**src/rtl/hz_pkg.sv**
```systemverilog
package hz_pkg;

    parameter int unsigned HZ_NUM_REGS = 32;
    localparam int unsigned HZ_IDX_W   = $clog2(HZ_NUM_REGS);

    typedef logic [HZ_IDX_W-1:0] reg_idx_t;

    typedef enum logic {
        LAT_ONE   = 1'b0,
        LAT_MULTI = 1'b1
    } lat_e;

    typedef enum logic {
        SRC_REGFILE = 1'b0,
        SRC_EXFWD   = 1'b1
    } fwd_e;

    // One occupied (or empty) execute slot.
    typedef struct packed {
        logic     live;
        reg_idx_t dst;
        lat_e     lat;
    } slot_t;

    // Per-source decision.
    typedef struct packed {
        logic hold;
        fwd_e sel;
    } verdict_t;

    function automatic logic hz_depends(input reg_idx_t src, input slot_t s);
        return s.live && (src != '0) && (s.dst == src);
    endfunction

endpackage

```
**src/rtl/hz_track.sv**
```systemverilog
module hz_track
    import hz_pkg::*;
#(
    parameter int unsigned DEPTH = 3
) (
    input  logic                   clk,
    input  logic                   rst,
    input  slot_t                  push,
    output slot_t [DEPTH-1:0]      slots
);

    // slots[i] holds the instruction that entered execute i+1 cycles ago.
    always_ff @(posedge clk) begin
        if (rst) begin
            slots <= '0;
        end else begin
            slots[0] <= push;
            for (int i = 1; i < int'(DEPTH); i++) begin
                slots[i] <= slots[i-1];
            end
        end
    end

endmodule

```
**src/rtl/hz_match.sv**
```systemverilog
module hz_match
    import hz_pkg::*;
#(
    parameter int unsigned DEPTH = 3
) (
    input  reg_idx_t              src,
    input  slot_t [DEPTH-1:0]     slots,
    output verdict_t              verdict
);

    localparam int LAST = int'(DEPTH) - 1;

    // Scan oldest to youngest so the youngest match is written last.
    always_comb begin
        verdict.hold = 1'b0;
        verdict.sel  = SRC_REGFILE;
        for (int i = LAST; i >= 0; i--) begin
            if (hz_depends(src, slots[i])) begin
                if (slots[i].lat == LAT_MULTI) begin
                    verdict.hold = (i != LAST);
                    verdict.sel  = (i == LAST) ? SRC_EXFWD : SRC_REGFILE;
                end else begin
                    verdict.hold = 1'b0;
                    verdict.sel  = (i == 0) ? SRC_EXFWD : SRC_REGFILE;
                end
            end
        end
    end

endmodule

```
**src/rtl/hz_interlock.sv**
```systemverilog
module hz_interlock
    import hz_pkg::*;
#(
    parameter int unsigned EX_STAGES = 3
) (
    input  logic                clk,
    input  logic                rst,
    input  logic                in_valid,
    input  logic [HZ_IDX_W-1:0] in_src_a,
    input  logic [HZ_IDX_W-1:0] in_src_b,
    input  logic [HZ_IDX_W-1:0] in_dst,
    input  logic                in_multi,
    output logic                out_stall,
    output logic                out_fwd_a,
    output logic                out_fwd_b
);

    localparam int unsigned NSRC = 2;

    slot_t [EX_STAGES-1:0] slots;
    slot_t                 push;
    reg_idx_t              srcs     [NSRC];
    verdict_t              verdicts [NSRC];
    logic                  issue;

    assign srcs[0] = in_src_a;
    assign srcs[1] = in_src_b;

    for (genvar s = 0; s < NSRC; s++) begin : g_src
        hz_match #(.DEPTH(EX_STAGES)) u_match (
            .src     (srcs[s]),
            .slots   (slots),
            .verdict (verdicts[s])
        );
    end

    assign out_stall = in_valid && (verdicts[0].hold || verdicts[1].hold);
    assign issue     = in_valid && !out_stall;

    assign out_fwd_a = issue && (verdicts[0].sel == SRC_EXFWD);
    assign out_fwd_b = issue && (verdicts[1].sel == SRC_EXFWD);

    // A stalled or absent instruction becomes an empty slot (bubble).
    always_comb begin
        push.live = issue && (in_dst != '0);
        push.dst  = in_dst;
        push.lat  = lat_e'(in_multi);
    end

    hz_track #(.DEPTH(EX_STAGES)) u_track (
        .clk   (clk),
        .rst   (rst),
        .push  (push),
        .slots (slots)
    );

endmodule

```
**config.mk**
```make
export PLATFORM = sky130hd
export DESIGN_NAME = hz_interlock
export DESIGN_NICKNAME = d
export VERILOG_FILES = /design/src/rtl/hz_pkg.sv /design/src/rtl/hz_track.sv /design/src/rtl/hz_match.sv /design/src/rtl/hz_interlock.sv
export SDC_FILE = /design/constraint.sdc
export NUM_CORES = 1
export LEC_CHECK = 0
export ABC_AREA = 0
export BUFFER_PORTS_ARGS = -buffer_cell sky130_fd_sc_hd__buf_2
export CAP_MARGIN = 0
export CORE_UTILIZATION = 52
export DETAILED_ROUTE_END_ITERATION = 10
export PLACE_DENSITY = 0.77
export SLEW_MARGIN = 20
export SYNTH_ARGS = -nofsm -noshare
export SYNTH_HDL_FRONTEND = slang
export SYNTH_SLANG_ARGS = --single-unit
export TNS_END_PERCENT = 30
```
**constraint.sdc**
```tcl
create_clock -name clk -period 2.65 [get_ports clk]
set_input_delay 0.53 -clock clk [delete_from_list [all_inputs] [get_ports clk]]
set_output_delay 0.53 -clock clk [all_outputs]
set_load 0.05 [all_outputs]
```
==> results by group <==
Run status
  – Status: finished with violations
  – Failing checks: negative setup slack

Setup path
  – CP endpoint kind: output pin
  – Most frequent cell on the critical path: or4_4
  – Critical Path Fanout Max: 4
  – Critical path type: input pin to output pin
  – Flop2flop setup slack: 0.70 ns
  – CP max stage delay: 0.54 ns
  – Crit-path cells: buf_2 -> or4_4 -> nor2_4 -> or4_4 -> o22a_1 -> o211ai_2 -> nor2_1 -> buf_6
  – Worst R2R End: u_track.slots[6]
  – Startpoint Class: input pin
  – Worst EP arrival: 2.15 ns
  – Worst path required time: 2.12 ns
  – Slowest CP cell: or4_4
  – FF-to-FF Start: u_track.slots[11]
  – Reg2reg path depth: 8

Timing
  – Fmax: 373.7 MHz
  – Unrepaired setup endpoints after global routing: yes
  – Final setup vio count: 2
  – Part of the cycle the worst path needs: 101.0%
  – Rel. slew slack: 75.00%
  – Final min period: 2.676 ns
  – Final worst slack: -0.02588 ns
  – Slew Viols, Final: 0
  – Clk_skew: 0.002846 ns
  – Slew @ Worst Pin: 0.3750 ns
  – Final Hold Vio Count: 0

Drt
  – DRT Wirelength: 2.462 mm
  – 1st-iter DRT viols: 19
  – Via/cell ratio: 5.215
  – DRT Pass-1 Iters: 4
  – Routed len/inst: 15.10 um
  – DRC: 0
  – Vias: 850
  – Antenna viol nets, final: 0

Clocking
  – Sink Count: 21
  – Root cell of the clock tree: clkbuf_4
  – H-tree depth: 1
  – Num CTS Buffers: 3
  – CTS tree: built
  – Clk_lat worst skew: 0.29 ns
  – Clk slew on worst S/H paths: 0.11 ns
  – Clock Tree Buf Depth: 2

Logic synthesis
  – Synth Cell Area: 1027 um^2
  – Compound-gate portion of the synthesized area: 3.045%
  – EDFF count, synth: 0
  – YS warnings: 0
  – Mapped Cells: 106
  – Post-Synth Simple-Gate Area: 27.16%
  – Post-Synth XOR/XNOR Area: 25.58%
  – Synth Area in Adders: 0%
  – Primary FF master, synth: dfxtp_1
  – Number of synthesized register bits: 21
  – Synth Area per Inst: 9.691 um^2
  – Multiplexer area fraction after synthesis: 2.192%
  – Seq/Total Area, Yosys: 40.93%
  – Unique masters post-synth: 21
  – Largest family of logic cells by synthesized area: simple AND/OR/NAND/NOR gates
  – Mapped Nets: 125
  – Async set-reset flop share out of synthesis: 0%

Power and ir drop
  – Clock power frac: 24.6%
  – Pwr dens: 431.8 nW/um^2
  – Power Internal: 447.3 uW
  – Worst vdd rail ir drop: 0.3825 mV
  – Seq pwr share: 56.8%
  – Combinational fraction of design power: 18.5%
  – Sw Share: 25.68%
  – P_sw: 154.6 uW
  – Static Leak: 0.0005157 uW

Layout
  – ANT cells: 0
  – Share of cells above drive strength 1: 40.58%
  – Largest regs: u_track.slots (21)
  – Area grow syn2layout: 35.69%
  – Largest register FFs: 21
  – Top reg by flops: u_track.slots
  – Layout net count: 158
  – Final non-filler cell area: 1394 um^2
  – FILL cells: 117
  – Most frequent cells in the layout: xnor2_1 (19), nor2b_1 (19), dfxtp_1 (16)
  – Non-Filler Instances: 163

Floorplan
  – Die area: 2157 um^2
  – Starting density of the core: 57.61%
  – Ports: 22
  – Die Y: 46.45 um
  – Die width: 46.45 um
  – Rows: 15
  – Core Footprint: 1783 um^2

Global routing
  – Remaining Overflow, GRT: 0
  – First-pass GRT wire length: 3.408 mm
  – Pin count of the biggest net entering global routing: 22
  – Initial antenna violation count: 0
  – Vias in the first global route: 802
  – Total GRT Usage: 23.69%

Min path
  – Hold path endpoint: u_track.slots[0]
  – Startpoint of the worst hold path: in_multi
  – Worst hold stages: 2
  – Min-delay worst type: input pin to flip-flop

Placed design
  – Dpl cell area: 1221 um^2
  – # placed instances: 157
  – GP Congestion: 0.8480
  – DP Wirelength: 1.601 mm
  – I/O Buffers: 21
  – DP Worst Slack: -0.08752 ns

Job
  – # Max-Cap Violations: 0
-- logic make-up after synthesis --
kind of cell,count (synthesis)
compound gates,4
xor+xnor,30
buf+inv,3
flops,21
mux,2
simple gates,46
-- critical path, delay by kind of cell --
family,cells,cell delay (ns)
AND/OR/NAND/NOR,4,0.83
buffers and inverters,2,0.32
AO/OA/AOI/OAI,2,0.46
-- routing by layer --
metal | track usage [%] | vias to the layer above | wire length, um
li1 | - | 423 | -
met1 | 28.30 | 397 | 1068
met2 | 39.44 | 28 | 1295
met3 | 6.275 | 2 | 82
met4 | 10.00 | 0 | 14
met5 | 0 | - | 0
-- power by group through the flow --
stage / Sequential, uW / Combinational (uW) / Clock, uW
2_1_floorplan: 345 / 49.7 / 0
4_1_cts: 340 / 97.3 / 152
3_3_place_gp: 347 / 87.7 / 0
6_report: 342 / 111 / 148
3_5_place_dp: 348 / 90.8 / 0
5_1_grt: 344 / 119 / 173
-- what timing repair did --
item / CTS / global route
buffers inserted: 2 / 0
hold buffers: 0 / 0
gates resized for setup: 12 / 22
pin swaps: 5 / 11
endpoints found under the setup margin: 3 / 3
-- stage by stage --
stage	TNS (ns)	total power [uW]	util (%)	hold slack, ns
global route	-0.2162	635.5	78.18	0.4106
CTS	-0.02972	589.3	73.47	0.4321
detailed placement	-0.2364	438.4	68.49	0.4812
finish	-0.03664	601.9	78.18	0.4363
floorplan	-0.2901	394.3	-	0.4549
global placement	-0.1763	434.8	68.49	0.4783
-- area by class of cell --
type	instances	area [um^2]	area share, %
Inverter	1	3.754	0.2693
Clock buffer	4	26.28	1.885
Sequential cell	21	426.7	30.61
Timing Repair Buffer	30	225.2	16.16
Multi-Input combinational cell	82	680.7	48.83
Tap cell	25	31.28	2.244
-- synthesized netlist by cell type (2+ instances only) --
master,number,area [um^2]
clkbuf_1,2,7.510
dfxtp_1,21,420.4
mux2_2,2,22.52
nand2_1,2,7.510
nand3_1,2,10.01
nand4_1,6,37.54
nor2_1,5,18.77
nor2b_1,19,118.9
nor3_1,2,10.01
nor4_1,2,12.51
o21ai_1,2,10.01
or4_1,4,30.03
xnor2_1,22,192.7
xor2_1,8,70.07
-- how the worst max path moves through the flow --
| stage | startpoint | end | slack, ns | cells past startpoint |
|---|---|---|---|---|
| final | in_src_a[2] | out_fwd_b | -0.03 | 8 |
| after global routing | in_src_a[2] | out_fwd_b | -0.09 | 8 |
| after CTS | in_src_a[1] | out_fwd_b | -0.02 | 8 |
| after detailed placement | in_src_a[1] | out_stall | -0.09 | 8 |
| after global placement | in_src_a[1] | out_stall | -0.07 | 8 |
| after floorplan | in_src_a[1] | out_fwd_a | -0.15 | 6 |
Note: power is estimated with default switching activity, not from simulation.
